### src/rtl/wake_watchdog_pkg.sv
package wake_watchdog_pkg;

  typedef enum logic [1:0] {
    ST_READ = 2'd0,
    ST_RSTP = 2'd1,
    ST_RUN  = 2'd2
  } seqState_t;

  typedef struct packed {
    logic cntClr;
    logic cntInc;
    logic ivLatch;
  } dpCtrl_t;

  typedef struct packed {
    logic doneRise;
    logic atStartEnd;
    logic atRstEnd;
    logic atIvEnd;
    logic atWakeEnd;
    logic lateWin;
  } dpFlags_t;

endpackage

### src/rtl/wake_watchdog_dp.sv
module wake_watchdog_dp
  import wake_watchdog_pkg::*;
#(
  parameter int IV_W          = 16,
  parameter int STARTUP_TICKS = 10,
  parameter int RST_TICKS     = 32,
  parameter int WAKE_TICKS    = 2,
  parameter int GUARD_TICKS   = 2,
  parameter int SYNC_STAGES   = 2
) (
  input  logic            clk,
  input  logic            rstN,
  input  dpCtrl_t         ctl,
  input  logic [IV_W-1:0] intervalTicks,
  input  logic            doneIn,
  output dpFlags_t        flags
);

  localparam int MIN_IV = WAKE_TICKS + GUARD_TICKS + 1;
  localparam int W_ST   = $clog2(STARTUP_TICKS + 1);
  localparam int W_RS   = $clog2(RST_TICKS + 1);
  localparam int W_A    = (W_ST > W_RS) ? W_ST : W_RS;
  localparam int CNT_W  = (W_A > IV_W) ? W_A : IV_W;
  localparam logic [CNT_W-1:0] START_LAST = CNT_W'(STARTUP_TICKS - 1);
  localparam logic [CNT_W-1:0] RST_LAST   = CNT_W'(RST_TICKS - 1);
  localparam logic [CNT_W-1:0] WAKE_LAST  = CNT_W'(WAKE_TICKS - 1);
  localparam logic [CNT_W-1:0] GUARD_C    = CNT_W'(GUARD_TICKS);
  localparam logic [IV_W-1:0]  MIN_IV_C   = IV_W'(MIN_IV);

  logic [SYNC_STAGES-1:0] syncQ;
  logic                   prevQ;
  logic [CNT_W-1:0]       cntQ;
  logic [IV_W-1:0]        ivQ;
  logic [CNT_W-1:0]       ivWide;

  // acknowledge synchronizer chain
  always_ff @(posedge clk or negedge rstN) begin
    if (!rstN) begin
      syncQ <= '0;
      prevQ <= 1'b0;
    end else begin
      syncQ <= {syncQ[SYNC_STAGES-2:0], doneIn};
      prevQ <= syncQ[SYNC_STAGES-1];
    end
  end

  // shared phase / interval counter
  always_ff @(posedge clk or negedge rstN) begin
    if (!rstN)           cntQ <= '0;
    else if (ctl.cntClr) cntQ <= '0;
    else if (ctl.cntInc) cntQ <= cntQ + 1'b1;
  end

  // interval capture with floor
  always_ff @(posedge clk or negedge rstN) begin
    if (!rstN) ivQ <= MIN_IV_C;
    else if (ctl.ivLatch)
      ivQ <= (intervalTicks < MIN_IV_C) ? MIN_IV_C : intervalTicks;
  end

  assign ivWide = CNT_W'(ivQ);

  always_comb begin
    flags.doneRise   = syncQ[SYNC_STAGES-1] & ~prevQ;
    flags.atStartEnd = (cntQ == START_LAST);
    flags.atRstEnd   = (cntQ == RST_LAST);
    flags.atIvEnd    = (cntQ == ivWide - 1'b1);
    flags.atWakeEnd  = (cntQ == WAKE_LAST);
    flags.lateWin    = (cntQ >= ivWide - GUARD_C);
  end

  AST_EDGE_ONE_CLK: assert property (@(posedge clk) disable iff (!rstN)
    flags.doneRise |=> !flags.doneRise);
  AST_IV_FLOOR: assert property (@(posedge clk) disable iff (!rstN)
    ivQ >= MIN_IV_C);

endmodule

### src/rtl/wake_watchdog_ctl.sv
module wake_watchdog_ctl
  import wake_watchdog_pkg::*;
(
  input  logic     clk,
  input  logic     rstN,
  input  logic     tickEn,
  input  logic     clearReq,
  input  dpFlags_t flags,
  output dpCtrl_t  ctl,
  output logic     wakeOut,
  output logic     rstOutN
);

  seqState_t stateQ;
  logic      wakeQ;
  logic      ackQ;
  logic      firstQ;
  logic      phaseEnd;

  always_comb begin
    unique case (stateQ)
      ST_READ: phaseEnd = flags.atStartEnd;
      ST_RSTP: phaseEnd = flags.atRstEnd;
      default: phaseEnd = flags.atIvEnd;
    endcase
    ctl.cntClr  = clearReq | (tickEn & phaseEnd);
    ctl.cntInc  = tickEn & ~ctl.cntClr;
    ctl.ivLatch = ~clearReq & tickEn & (stateQ == ST_READ) & flags.atStartEnd;
  end

  always_ff @(posedge clk or negedge rstN) begin
    if (!rstN) begin
      stateQ <= ST_READ;
      wakeQ  <= 1'b0;
      ackQ   <= 1'b0;
      firstQ <= 1'b1;
    end else if (clearReq) begin
      stateQ <= (stateQ == ST_READ) ? ST_READ : ST_RSTP;
      wakeQ  <= 1'b0;
      ackQ   <= 1'b0;
      firstQ <= 1'b1;
    end else begin
      unique case (stateQ)
        ST_READ: if (tickEn && flags.atStartEnd) stateQ <= ST_RSTP;
        ST_RSTP: if (tickEn && flags.atRstEnd) begin
          stateQ <= ST_RUN;
          firstQ <= 1'b1;
        end
        default: begin
          if (tickEn && flags.atIvEnd) begin
            ackQ <= 1'b0;
            if (firstQ || ackQ) begin
              wakeQ  <= 1'b1;
              firstQ <= 1'b0;
            end else begin
              stateQ <= ST_RSTP;
              wakeQ  <= 1'b0;
              firstQ <= 1'b1;
            end
          end else begin
            if (tickEn && wakeQ && flags.atWakeEnd) wakeQ <= 1'b0;
            if (flags.doneRise && !ackQ && !flags.lateWin) begin
              ackQ  <= 1'b1;
              wakeQ <= 1'b0;
            end
          end
        end
      endcase
    end
  end

  assign wakeOut = wakeQ;
  assign rstOutN = (stateQ == ST_RUN);

  AST_WAKE_NOT_IN_RESET: assert property (@(posedge clk) disable iff (!rstN)
    wakeOut |-> rstOutN);
  AST_WAKE_ON_TICK: assert property (@(posedge clk) disable iff (!rstN)
    $rose(wakeOut) |-> $past(tickEn));
  AST_CLEAR_FORCES: assert property (@(posedge clk) disable iff (!rstN)
    clearReq |=> (!wakeOut && !rstOutN));
  AST_EARLY_STOP: assert property (@(posedge clk) disable iff (!rstN)
    (wakeOut && flags.doneRise && !clearReq) |=> !wakeOut);
  AST_GUARD_REJECT: assert property (@(posedge clk) disable iff (!rstN)
    (stateQ == ST_RUN && flags.doneRise && flags.lateWin && !ackQ) |=> !ackQ);

endmodule

### src/rtl/wake_watchdog_top.sv
module wake_watchdog_top
  import wake_watchdog_pkg::*;
#(
  parameter int IV_W          = 16,
  parameter int STARTUP_TICKS = 10,
  parameter int RST_TICKS     = 32,
  parameter int WAKE_TICKS    = 2,
  parameter int GUARD_TICKS   = 2
) (
  input  logic            clk,
  input  logic            rstN,
  input  logic            tickEn,
  input  logic            clearReq,
  input  logic [IV_W-1:0] intervalTicks,
  input  logic            doneIn,
  output logic            wakeOut,
  output logic            rstOutN
);

  dpCtrl_t  ctl;
  dpFlags_t flags;

  wake_watchdog_dp #(
    .IV_W(IV_W), .STARTUP_TICKS(STARTUP_TICKS), .RST_TICKS(RST_TICKS),
    .WAKE_TICKS(WAKE_TICKS), .GUARD_TICKS(GUARD_TICKS), .SYNC_STAGES(2)
  ) dp_i (
    .clk(clk), .rstN(rstN), .ctl(ctl), .intervalTicks(intervalTicks),
    .doneIn(doneIn), .flags(flags)
  );

  wake_watchdog_ctl ctl_i (
    .clk(clk), .rstN(rstN), .tickEn(tickEn), .clearReq(clearReq),
    .flags(flags), .ctl(ctl), .wakeOut(wakeOut), .rstOutN(rstOutN)
  );

endmodule

### config.mk
export PLATFORM = sky130hd
export DESIGN_NAME = wake_watchdog_top
export DESIGN_NICKNAME = d
export VERILOG_FILES = /design/src/rtl/wake_watchdog_pkg.sv /design/src/rtl/wake_watchdog_dp.sv /design/src/rtl/wake_watchdog_ctl.sv /design/src/rtl/wake_watchdog_top.sv
export SDC_FILE = /design/constraint.sdc
export NUM_CORES = 1
export LEC_CHECK = 0
export ABC_AREA = 0
export CORE_MARGIN = 2
export CORE_UTILIZATION = 54
export DETAILED_ROUTE_END_ITERATION = 6
export GPL_TIMING_DRIVEN = 0
export PLACE_DENSITY = 0.8
export SLEW_MARGIN = 10
export SYNTH_ARGS = -nofsm -noshare
export SYNTH_HDL_FRONTEND = slang
export SYNTH_SLANG_ARGS = --single-unit
### constraint.sdc
create_clock -name clk -period 5 [get_ports clk]
set_input_delay 0.5 -clock clk [delete_from_list [all_inputs] [get_ports clk]]
set_output_delay 0.5 -clock clk [all_outputs]
set_load 0.03 [all_outputs]
==> metrics.md <==
| Metric | Value |
|---|---|
| Initial Utilization | 0.567 |
| Synth warn | 0 |
| Max Clock Skew | 0.0107 ns |
| First-pass DRT Iterations | 4 |
| Routed Antenna Nets | 0 |
| Fraction of registers with async set/reset | 1.00 |
| Crit-path cells | inv_1, ha_1, nor3b_1, nor3b_1, nand3_1, xor2_1, ha_1, a21oi_1, nor2b_1, o21ai_0, o2111ai_1, nor2b_1, a211oi_1 |
| Post-CTS sizing | 0 |
| CP startpoint | dp_i.ivQ[1] |
| Ys flop type | dfrtp_1 |
| Setup Crit Path Kind | reg -> reg |
| Yosys cell types | 49 |
| Tmin final | 3.70 ns |
| Worst path max stage delay | 0.60 ns |
| Run status | finished, final reports clean |
| Vias in the first global route | 2293 |
| Setup-failing EPs final | 0 |
| DR iter-0 viols | 126 |
| Mapped Area | 2950 um^2 |
| Period Utilization, post-route | 0.740 |
| Post-synth EDFFs | 0 |
| Multi-input combinational cell area | 1840 um^2 |
| Setup TNS | 0 ns |
| Number of fill cells | 441 |
| GR Overflow Total | 0 |
| Commonest non-fill, non-tap cell in the layout | dfrtp_1 |
| Vias post-DR | 2388 |
| Most frequent cells in the layout | dfrtp_1, nor2_1, xor2_1 |
| Max clock buf depth | 2 |
| Reg area | 1000 um^2 |
| Placer Congestion | 0.857 |
| Mapped Nets | 357 |
| RSZ-0062 raised after global routing | no |
| Seq/Total Area, Yosys | 0.340 |
| Largest net degree at the start of global routing | 33 |
| Met2 routed wirelength | 3120 um |
| WP data arrival | 3.90 ns |
| Clk_lat worst skew | 0.30 ns |
| Row Count | 26 |
| CTS tree | built |
| Pins over their slew limit | 0 |
| First-pass GRT wire length | 10800 um |
| Critical-path top delay cell | nor3b_1 |
| Nets | 386 |
| Layout cells sized above 1 | 0.139 |
| Met1 wire length | 2970 um |
| Worst hold-check path type | in -> async |
| Max_slew headroom | 0.511 |
| Clock slew at reported path FFs | 0.08 ns |
| Fmax | 270 MHz |
| Die area | 6080 um^2 |
| Drt via density | 5.74 |
| Overall die height | 77.9 um |
| Mean Syn Cell Area | 9.34 um^2 |
| Final wirelength | 6380 um |
| Die X | 77.9 um |
| Gr usage total | 0.226 |
| Wire per inst | 15.3 um |
| Clk root buf | clkbuf_8 |
| HPWL after DPL | 4970 um |
| Initial antenna violation count | 0 |
| Area Growth Syn to Fin | 14.2% |
| Worst slew pin tran | 0.726 ns |
| # hold bufs at CTS | 0 |
| FF+latch count, synth | 40 |
| Leakage | 1.42 nW |
| # IOs | 23 |
| CTS Buf Count | 5 |
| Setup Buffers After CTS | 0 |
| DR top layer | met4 |
| Final Cell Area | 3370 um^2 |
| N_diodes | 0 |
| Metal3 WL | 187 um |
| CP max FO | 5 |
| VDD IR-drop max | 0.184 mV |
| Pwr dens | 228 nW/um^2 |
| Input/output buffers | 21 |
| Reg-to-reg critical path startpoint | dp_i.ivQ[1] |
| CP Capture Type | register |
| Drt drc | 0 |
| CP Data Required Time | 5.20 ns |
| Final Hold Violating Endpoints | 0 |
| Critical Path Source Type | register |
| Cells after synthesis | 316 |
| Area of placed instances | 3270 um^2 |
| CTS sink count | 40 |
| Core ar. | 5200 um^2 |
| # H-tree levels | 2 |
| Max Cap Viol | 0 |
| Worst reg-to-reg setup slack | 1.30 ns |
area by class of cell:
class / count / area share
Inverter: 6 / 0.00668
Multi-Input combinational cell: 254 / 0.546
Clock inverter: 2 / 0.0104
Buffer: 16 / 0.0249
Sequential cell: 40 / 0.298
Tap cell: 70 / 0.0260
Timing Repair Buffer: 22 / 0.0668
Clock buffer: 6 / 0.0215
final timing paths:
kind	endpoint	cells past startpoint
min in group clk	dp_i.syncQ[1]	0
max	ctl_i.ackQ	13
min reg2reg	dp_i.syncQ[1]	0
max in group asynchronous	dp_i.ivQ[2]	2
max reg2reg	ctl_i.ackQ	13
min	ctl_i.stateQ[0]	1
stage by stage:
step,cells,setup slack (ns),util,hold slack [ns],total power (W)
3_3_place_gp,407,1.52,0.625,0.335,0.000507
4_1_cts,416,1.35,0.648,0.0508,0.000774
6_report,416,1.30,0.648,0.0460,0.000768
2_1_floorplan,316,2.03,-,0.204,0.000457
5_1_grt,416,1.07,0.648,0.0498,0.000808
3_5_place_dp,408,1.37,0.627,0.336,0.000513
synthesized netlist by cell type, types with 2 or more instances:
cell	number	area [um^2]
nor3b_1	2	15.0
or4_1	2	15.0
o21a_1	2	15.0
nand4_1	10	62.6
nor3_1	12	60.1
a211oi_1	2	15.0
a21o_1	2	15.0
buf_2	7	35.0
nand2b_1	6	37.5
inv_1	6	22.5
and3_1	2	12.5
xnor2_1	18	158
clkbuf_1	7	26.3
buf_6	2	22.5
a21oi_1	10	50.1
o2111ai_1	3	26.3
o21ai_0	13	65.1
mux2_2	16	180
o211ai_1	2	15.0
nor4b_1	3	26.3
xor2_1	26	228
a31oi_1	2	12.5
nor4_1	8	50.1
dfrtp_1	37	926
nand3_1	13	65.1
nand2_1	21	78.8
nand3b_1	2	15.0
or3_4	2	22.5
nor2b_1	7	43.8
nand4b_1	2	17.5
ha_1	20	250
mux2i_1	3	30.0
dfstp_2	3	78.8
nor2_1	28	105
where the power goes:
| part | internal [W] | switching (W) | total, W |
|---|---|---|---|
| sequential | 0.000338 | 0.0000170 | 0.000354 |
| combinational | 0.0000677 | 0.0000849 | 0.000153 |
| clock | 0.000148 | 0.000113 | 0.000261 |
| total | 0.000553 | 0.000215 | 0.000768 |
worst max-delay path: cells and delay by family (launching register included):
kind,cells,cell delay (ns)
and+or+nand+nor,5,1.54
xor gates and xnor gates,1,0.20
adders and majority gates,2,0.58
DFF,1,0.45
AOI/OAI and AO/OA,4,0.70
buffers and inverters,1,0.11
layer usage:
layer / vias up / GRT usage
met2: 38 / 0.370
met3: 12 / 0.0407
li1: 1186 / -
met1: 1152 / 0.302
met4: 0 / 0.0772
met5: - / 0
registers in the layout, indices dropped and copies added, names as in the netlist:
name,count
dp_i.syncQ,2
dp_i.ivQ,16
dp_i.cntQ,16
dp_i.prevQ,1
ctl_i.firstQ,1
ctl_i.wakeOut,1
ctl_i.ackQ,1
ctl_i.stateQ,2
cell families (layout without fill, tap and decap cells):
group / after synthesis / in the layout / share of synthesized area
flops: 40 / 40 / 0.340
fa+ha+maj: 20 / 20 / 0.0847
compound gates: 46 / 46 / 0.111
simple gates: 125 / 125 / 0.227
buf+inv: 22 / 52 / 0.0360
mux: 19 / 19 / 0.0712
xor+xnor: 44 / 44 / 0.131
No activity file was read; power rests on OpenSTA's default activity.
